--- config.mk ---
export PLATFORM = sky130hd
export DESIGN_NAME = scl_wavegen
export DESIGN_NICKNAME = d
export VERILOG_FILES = /design/src/rtl/scl_wg_pkg.sv /design/src/rtl/scl_wg_cfg_reg.sv /design/src/rtl/scl_wg_len.sv /design/src/rtl/scl_wg_seq.sv /design/src/rtl/scl_wavegen.sv
export SDC_FILE = /design/constraint.sdc
export NUM_CORES = 1
export LEC_CHECK = 0
export BUFFER_PORTS_ARGS = -buffer_cell sky130_fd_sc_hd__buf_2
export CELL_PAD_IN_SITES_DETAIL_PLACEMENT = 1
export CELL_PAD_IN_SITES_GLOBAL_PLACEMENT = 1
export CORE_MARGIN = 2
export CORE_UTILIZATION = 42
export CTS_CLUSTER_DIAMETER = 120
export DETAILED_ROUTE_END_ITERATION = 16
export PLACE_DENSITY_LB_ADDON = 0.1
export SLEW_MARGIN = 20
export SYNTH_ARGS = -nofsm -noshare
export SYNTH_HDL_FRONTEND = slang
export SYNTH_HIERARCHICAL = 1
export SYNTH_SLANG_ARGS = --single-unit
--- constraint.sdc ---
create_clock -name clk_i -period 5.27 [get_ports clk_i]
set_clock_uncertainty 0.2 [all_clocks]
set_input_delay 0 -clock clk_i [delete_from_list [all_inputs] [get_ports clk_i]]
set_output_delay 0 -clock clk_i [all_outputs]
set_load 0.02 [all_outputs]
--- src/rtl/scl_wg_pkg.sv ---
package scl_wg_pkg;
  parameter int DIV_W = 8;
  parameter int CK_W  = 3;

  typedef enum logic [1:0] {
    PH_IDLE = 2'd0,
    PH_LOW  = 2'd1,
    PH_HIGH = 2'd2
  } phase_e;

  // Packed order places lo at [7:0], hi at [15:8], ck at [18:16]
  typedef struct packed {
    logic [CK_W-1:0]  ck;
    logic [DIV_W-1:0] hi;
    logic [DIV_W-1:0] lo;
  } wave_cfg_t;
endpackage

--- src/rtl/scl_wg_cfg_reg.sv ---
module scl_wg_cfg_reg
  import scl_wg_pkg::*;
#(
  parameter int REG_W     = 32,
  parameter int CKDIV_MAX = 7
) (
  input  logic             clk_i,
  input  logic             rst_ni,
  input  logic             we_i,
  input  logic [REG_W-1:0] wdata_i,
  output wave_cfg_t        cfg_o,
  output logic [REG_W-1:0] rdata_o
);
  localparam int FIELD_W = $bits(wave_cfg_t);

  wave_cfg_t wr_cfg;
  wave_cfg_t cfg_d;
  wave_cfg_t cfg_q;
  logic      unused_hi;

  assign wr_cfg    = wave_cfg_t'(wdata_i[FIELD_W-1:0]);
  assign unused_hi = ^wdata_i[REG_W-1:FIELD_W];

  // Field decode with exponent clamp
  always_comb begin
    cfg_d = wr_cfg;
    if (int'(wr_cfg.ck) > CKDIV_MAX) begin
      cfg_d.ck = CK_W'(CKDIV_MAX);
      cfg_d.lo = '1;
      cfg_d.hi = '1;
    end
  end

  always_ff @(posedge clk_i or negedge rst_ni) begin
    if (!rst_ni) begin
      cfg_q <= '0;
    end else if (we_i) begin
      cfg_q <= cfg_d;
    end
  end

  assign cfg_o   = cfg_q;
  assign rdata_o = {{(REG_W-FIELD_W){1'b0}}, cfg_q};

  AST_CK_CAPPED: assert property (@(posedge clk_i) disable iff (!rst_ni)
    int'(cfg_q.ck) <= CKDIV_MAX);

  AST_CLAMP_FORCE: assert property (@(posedge clk_i) disable iff (!rst_ni)
    (we_i && int'(wdata_i[2*DIV_W +: CK_W]) > CKDIV_MAX) |=>
      (cfg_q.lo == '1 && cfg_q.hi == '1 && int'(cfg_q.ck) == CKDIV_MAX));
endmodule

--- src/rtl/scl_wg_len.sv ---
module scl_wg_len
  import scl_wg_pkg::*;
#(
  parameter int CNT_W  = 16,
  parameter int OFFSET = 4
) (
  input  logic [DIV_W-1:0] div_i,
  input  logic [CK_W-1:0]  ck_i,
  output logic [CNT_W-1:0] len_o
);
  assign len_o = (CNT_W'(div_i) << ck_i) + CNT_W'(OFFSET);
endmodule

--- src/rtl/scl_wg_seq.sv ---
module scl_wg_seq
  import scl_wg_pkg::*;
#(
  parameter int OFFSET    = 4,
  parameter int CKDIV_MAX = 7
) (
  input  logic      clk_i,
  input  logic      rst_ni,
  input  logic      enable_i,
  input  logic      stretch_i,
  input  wave_cfg_t cfg_i,
  output logic      scl_o,
  output logic      low_start_o,
  output logic      high_start_o
);
  localparam int MAX_LEN = ((2**DIV_W) - 1) * (2**CKDIV_MAX) + OFFSET;
  localparam int CNT_W   = $clog2(MAX_LEN + 1);
  localparam int N_PH    = 2;

  phase_e           phase_d, phase_q;
  logic [CNT_W-1:0] cnt_d, cnt_q;
  wave_cfg_t        act_q;
  logic             act_load;
  logic             ls_d, ls_q, hs_d, hs_q;
  logic [CNT_W-1:0] len_w [N_PH];

  // Index 0 is the low phase, index 1 the high phase
  for (genvar g = 0; g < N_PH; g++) begin : g_len
    scl_wg_len #(
      .CNT_W  (CNT_W),
      .OFFSET (OFFSET)
    ) u_len (
      .div_i (g == 0 ? act_q.lo : act_q.hi),
      .ck_i  (act_q.ck),
      .len_o (len_w[g])
    );
  end

  always_comb begin
    phase_d  = phase_q;
    cnt_d    = cnt_q;
    act_load = 1'b0;
    if (!enable_i) begin
      phase_d = PH_IDLE;
      cnt_d   = '0;
    end else begin
      unique case (phase_q)
        PH_IDLE: begin
          phase_d  = PH_LOW;
          cnt_d    = '0;
          act_load = 1'b1;
        end
        PH_LOW: begin
          if (!stretch_i) begin
            if (cnt_q == len_w[0] - 1'b1) begin
              phase_d = PH_HIGH;
              cnt_d   = '0;
            end else begin
              cnt_d = cnt_q + 1'b1;
            end
          end
        end
        PH_HIGH: begin
          if (cnt_q == len_w[1] - 1'b1) begin
            phase_d  = PH_LOW;
            cnt_d    = '0;
            act_load = 1'b1;
          end else begin
            cnt_d = cnt_q + 1'b1;
          end
        end
        default: begin
          phase_d = PH_IDLE;
          cnt_d   = '0;
        end
      endcase
    end
    ls_d = (phase_d == PH_LOW)  && (phase_q != PH_LOW);
    hs_d = (phase_d == PH_HIGH) && (phase_q != PH_HIGH);
  end

  always_ff @(posedge clk_i or negedge rst_ni) begin
    if (!rst_ni) begin
      phase_q <= PH_IDLE;
      cnt_q   <= '0;
      ls_q    <= 1'b0;
      hs_q    <= 1'b0;
    end else begin
      phase_q <= phase_d;
      cnt_q   <= cnt_d;
      ls_q    <= ls_d;
      hs_q    <= hs_d;
    end
  end

  always_ff @(posedge clk_i or negedge rst_ni) begin
    if (!rst_ni) begin
      act_q <= '0;
    end else if (act_load) begin
      act_q <= cfg_i;
    end
  end

  assign scl_o        = (phase_q != PH_LOW);
  assign low_start_o  = ls_q;
  assign high_start_o = hs_q;

  AST_IDLE_SCL_HIGH: assert property (@(posedge clk_i) disable iff (!rst_ni)
    !enable_i |=> (scl_o && !low_start_o && !high_start_o));

  AST_STROBE_EXCL: assert property (@(posedge clk_i) disable iff (!rst_ni)
    !(low_start_o && high_start_o));

  AST_STRETCH_HOLD: assert property (@(posedge clk_i) disable iff (!rst_ni)
    (enable_i && stretch_i && phase_q == PH_LOW) |=> (!scl_o && $stable(cnt_q)));

  AST_CFG_AT_LOW_EDGE: assert property (@(posedge clk_i) disable iff (!rst_ni)
    !low_start_o |-> $stable(act_q));
endmodule

--- src/rtl/scl_wavegen.sv ---
module scl_wavegen
  import scl_wg_pkg::*;
#(
  parameter int REG_W     = 32,
  parameter int OFFSET    = 4,
  parameter int CKDIV_MAX = 7
) (
  input  logic             clk_i,
  input  logic             rst_ni,
  input  logic             enable_i,
  input  logic             cfg_we_i,
  input  logic [REG_W-1:0] cfg_wdata_i,
  output logic [REG_W-1:0] cfg_rdata_o,
  input  logic             stretch_i,
  output logic             scl_o,
  output logic             low_start_o,
  output logic             high_start_o
);
  logic [1:0] rst_sync_q;
  logic       rst_s_n;
  wave_cfg_t  cfg_w;

  // Asynchronous assert, synchronous release
  always_ff @(posedge clk_i or negedge rst_ni) begin
    if (!rst_ni) begin
      rst_sync_q <= 2'b00;
    end else begin
      rst_sync_q <= {rst_sync_q[0], 1'b1};
    end
  end
  assign rst_s_n = rst_sync_q[1];

  scl_wg_cfg_reg #(
    .REG_W     (REG_W),
    .CKDIV_MAX (CKDIV_MAX)
  ) u_cfg (
    .clk_i   (clk_i),
    .rst_ni  (rst_s_n),
    .we_i    (cfg_we_i),
    .wdata_i (cfg_wdata_i),
    .cfg_o   (cfg_w),
    .rdata_o (cfg_rdata_o)
  );

  scl_wg_seq #(
    .OFFSET    (OFFSET),
    .CKDIV_MAX (CKDIV_MAX)
  ) u_seq (
    .clk_i        (clk_i),
    .rst_ni       (rst_s_n),
    .enable_i     (enable_i),
    .stretch_i    (stretch_i),
    .cfg_i        (cfg_w),
    .scl_o        (scl_o),
    .low_start_o  (low_start_o),
    .high_start_o (high_start_o)
  );
endmodule

* Word level (Yosys, flattened, before mapping) *
Cells that the tools add are included.

operators by class
  add/sub/neg operators = 5
  eq/ne operators = 9
  shift operators = 2
  multiplexer cells = 13
  reductions and logical operators = 3

operators with widths
  operator                                                count
  two-way mux 15 bit                                      4
  adder 15 x 3 -> 15 bit (second input constant)          2
  equality test 15 bit                                    2
  case mux 15 bit (2 select lines)                        1
  << shifter 8 x 3 -> 15 bit                              2
  subtractor 15 x 1 -> 15 bit (second input constant)     2
  adder 15 x 1 -> 15 bit (second input constant)          1
  two-way mux 2 bit                                       4
  case mux 2 bit (3 select lines)                         1
  equality test 2 x 1 -> 1 bit (second input constant)    2
  equality test 2 bit (second input constant)             2
  inequality test 3 bit (second input constant)           1
  logical AND 1 bit                                       2
  logical NOT 2 bit                                       1
  two-way mux 1 bit                                       2
  inequality test 2 x 1 -> 1 bit (second input constant)  1
  inequality test 2 bit (second input constant)           1
  case mux 1 bit (2 select lines)                         1

storage, ports and cells
  bits in registers = 59
  input bits = 37
  output and inout bits = 35
  logic and storage cells = 43

* Longest topological paths before layout *
  word-level depth = 10
  depth in mapped cells = 23
  mapped depth without buffers = 19

* Cells and area by module *
Netlist, hierarchy kept.

by module, submodules not included
  module          instances  cells an instance  area an instance (um2)  seq. area each (um2)
  scl_wg_seq      1          351                3,166.8                 950.9
  scl_wg_len      2          82                 591.8                   0.0
  scl_wg_cfg_reg  1          73                 1,002.2                 475.5
  scl_wavegen     1          3                  53.8                    50.0

* Worst setup path before layout *
No wires, ideal clock.

  kind = register to register
  start = reg u_seq/act_q[16] in the netlist's numbering
  end = reg u_seq/act_q[10] in the netlist's numbering
  library setup time = 0.125 ns
  arrival time = 4.731 ns
  required time = 4.945 ns
  path slack = 0.214 ns
  cell stages (with the launch flop) = 20
  buffers on the path = 3
  clock period less this slack = 5.056 ns
  cell sequence = dfrtp_1 > buf_4 > mux2_2 > nor2_1 > ha_1 > nand2_1 > nor3_1 > a31oi_1 > a311oi_2 > a21oi_1 > or4_4 > or3_4 > mux2i_1 > o311a_1 > or4_4 > nor2_2 > o21a_1 > buf_6 > buf_12 > mux2_4

RTL lines
  item                    line               source
  start, declared         scl_wg_seq.sv:22   wave_cfg_t act_q;
  start signal, assigned  scl_wg_seq.sv:100  act_q <= cfg_i;

==> reports/qor.csv <==
metric;value;unit
outcome;completed;
place_congestion;0.864;
viasPerCell;5.51;
cp_slowest_cell;or4_4;
fin_cells;829;
synth_top_area_share;27.3;%
layout-drive-gt1-share;28.2;%
cp-end-kind;flip-flop;
dp_hpwl;10900;um
die-area;0.0138;mm2
grt_pass1_wl;24400;um
crit_buf_inv;1;
synthCells;591;
dp_cells;787;
slew_violations;0;
cts_buffers;9;
cp_slowest_stage_delay;0.56;ns
critPathMaxFanout;7;
firstDrtPassIters;4;
synth_area_leaders;dfrtp_1 27%, mux2_4 5.6%, buf_4 5.0%;
grt_use_total;21.6;%
setup_tns;0;ns
die_w;117;um
crit_required;5.29;ns
grt_overflow;0;
crit_chain;mux2i_1 > mux2_2 > nor2_1 > ha_2 > nand2_1 > nor3_2 > a31oi_2 > a311oi_2 > a21oi_1 > or4_4 > or3_4 > mux2i_1 > o311a_1 > or4_4 > a22oi_4 > buf_4 > nor4_1 > a211o_1;
drc;0;
dieHeight;117;um
core-area;0.0126;mm2
clk_latency;0.34;ns
hold_violations;0;
synthArstFlopShare;100;%
clk_pin_slew;0.05;ns
area_growth;17.1;%
num_vias;4569;
holdWs;0.0183;ns
maxCapViolations;0;
min_period_over_period;96.4;%
setup_violations;0;
finalWirelength;14700;um
synth_ff_type;dfrtp_1;
clock-sinks;59;
cts_max_level;3;
crit_family;simple AND/OR/NAND/NOR gates;
synth.top_cells.by_count;59 x dfrtp_1, 53 x nand2_1, 36 x buf_4;
nets;698;
ant_nets;0;
ir_drop;0.234;mV
synth-edff-count;0;
initial_core_util;43.0;%
grt_pass1_vias;4805;
io_pins;72;
slew_headroom;34.0;%
cts_tree;built;
min_period;5.08;ns
drt_iter0_markers;145;
avgSynthCellArea;9.15;um2
synth_area;0.00541;mm2
timing.fmax;0.197;GHz
grt_max_degree;58;
min_path_type;in2reg;
synth_largest_area_cell;dfrtp_1;
wire_per_inst;17.8;um
arrival;5.10;ns
yosysSeqAreaShare;27.3;%
p_leak;0.00277;uW
antenna_found_initial;0;
cts_root_buffer;clkbuf_16;
rows;41;
synth_most_common_cell;dfrtp_1;
yosysWarnings;6;
ys_types;81;
critPathKind;reg2reg;
portBuffers;45;
start_kind;flip-flop;
powerDensity;371;mW/mm2
ys_ff_latch;59;
worst_slew_pin_slew;0.988;ns
clock_path_buffers;2;
diodes;0;
==> through the flow <==
stage / power (uW) / utilization, % / setup slack, ns / instance area (um2)
after CTS: 2320 / 49.5 / 0.0176 / 6230
after global placement: 1720 / 45.5 / 0.114 / 5720
after global routing: 2500 / 50.4 / -0.0348 / 6330
after detailed placement: 1760 / 45.5 / 0.0156 / 5720
after floorplan: 1440 / - / 0.214 / 5450
final: 2350 / 50.4 / 0.190 / 6330
==> power breakdown <==
| part | total (uW) | switching (uW) | internal [uW] |
|---|---|---|---|
| Clock | 541 | 211 | 330 |
| Sequential | 558 | 55.2 | 503 |
| Combinational | 1250 | 700 | 548 |
==> layer usage <==
layer,track usage (%),vias up,routed length [um]
met5,0,-,0
met4,7.45,0,227
met3,3.20,19,513
met2,36.8,99,7260
met1,27.9,2225,6740
li1,-,2226,-
==> placed cells by master, fill, tap and decap left out, drive strengths merged, types with 4 or more instances in the layout <==
master       count
nand2b           9
xor2            20
nor4            16
dfrtp           59
nor2b            7
nor4b            6
a21o             4
dlygate4sd3     23
a211oi           6
buf             87
a31oi            5
nor3            22
a311oi           4
mux2            45
nand4            5
a211o           11
xnor2           22
clkbuf          13
a21oi           13
or4              7
a221o            4
nor2            32
o21ai           17
conb            14
nor3b           10
and3             8
or3              5
inv             22
ha               9
mux2i           23
nand3           18
nand3b           4
nand2           55
==> cells by family (layout without fill, tap and decap cells) <==
kind of cell | after synthesis | after routing | synth area share, %
compound gates | 100 | 100 | 14.5
xor+xnor | 42 | 42 | 6.80
fa+ha+maj | 9 | 9 | 2.08
buf+inv | 95 | 149 | 10.9
flops | 59 | 59 | 27.3
mux | 68 | 68 | 15.0
other cells | 2 | 14 | 0.139
simple gates | 216 | 216 | 23.2
==> flip-flops by register name, summed over array words and instances, names as in the netlist <==
register and cells:
u_cfg/cfg_o 19, u_seq/act_q 19, u_seq/cnt_q 15, rst_sync_q 2, u_seq/phase_q 2, u_seq/high_start_o 1, u_seq/low_start_o 1
==> timing repair <==
action                     CTS  global route
setup buffers                0             2
gates resized for setup      1            14
pin swaps                    0             4
setup endpoints to repair    5            35
hold buffers                23             0
gates cloned                 0             1
hold endpoints to repair    25             0
==> path summary, 6_finish.rpt <==
path                                       from         endpoint  slack, ns  cells past startpoint
worst max-delay path            u_seq/act_q[17]   u_seq/cnt_q[8]       0.19                     18
worst min-delay path                   cfg_we_i  u_cfg/cfg_o[11]       0.02                      2
worst max register to register  u_seq/act_q[17]   u_seq/cnt_q[8]       0.19                     18
worst min register to register    rst_sync_q[0]    rst_sync_q[1]       0.15                      0
max in group asynchronous         rst_sync_q[1]  u_seq/act_q[16]       4.12                      1
min in group asynchronous         rst_sync_q[1]   u_seq/act_q[9]       0.19                      1
==> area by class of cell <==
type                       count  area [um2]
tap                          172         215
timing repair buffer         111         833
clock inverter                 4        26.3
fill                        1432        6240
inverter                      22        82.6
multi-input combinational    449        3450
sequential                    59        1480
clock buffer                  12         246
Note: power is estimated with default switching activity, not from simulation.
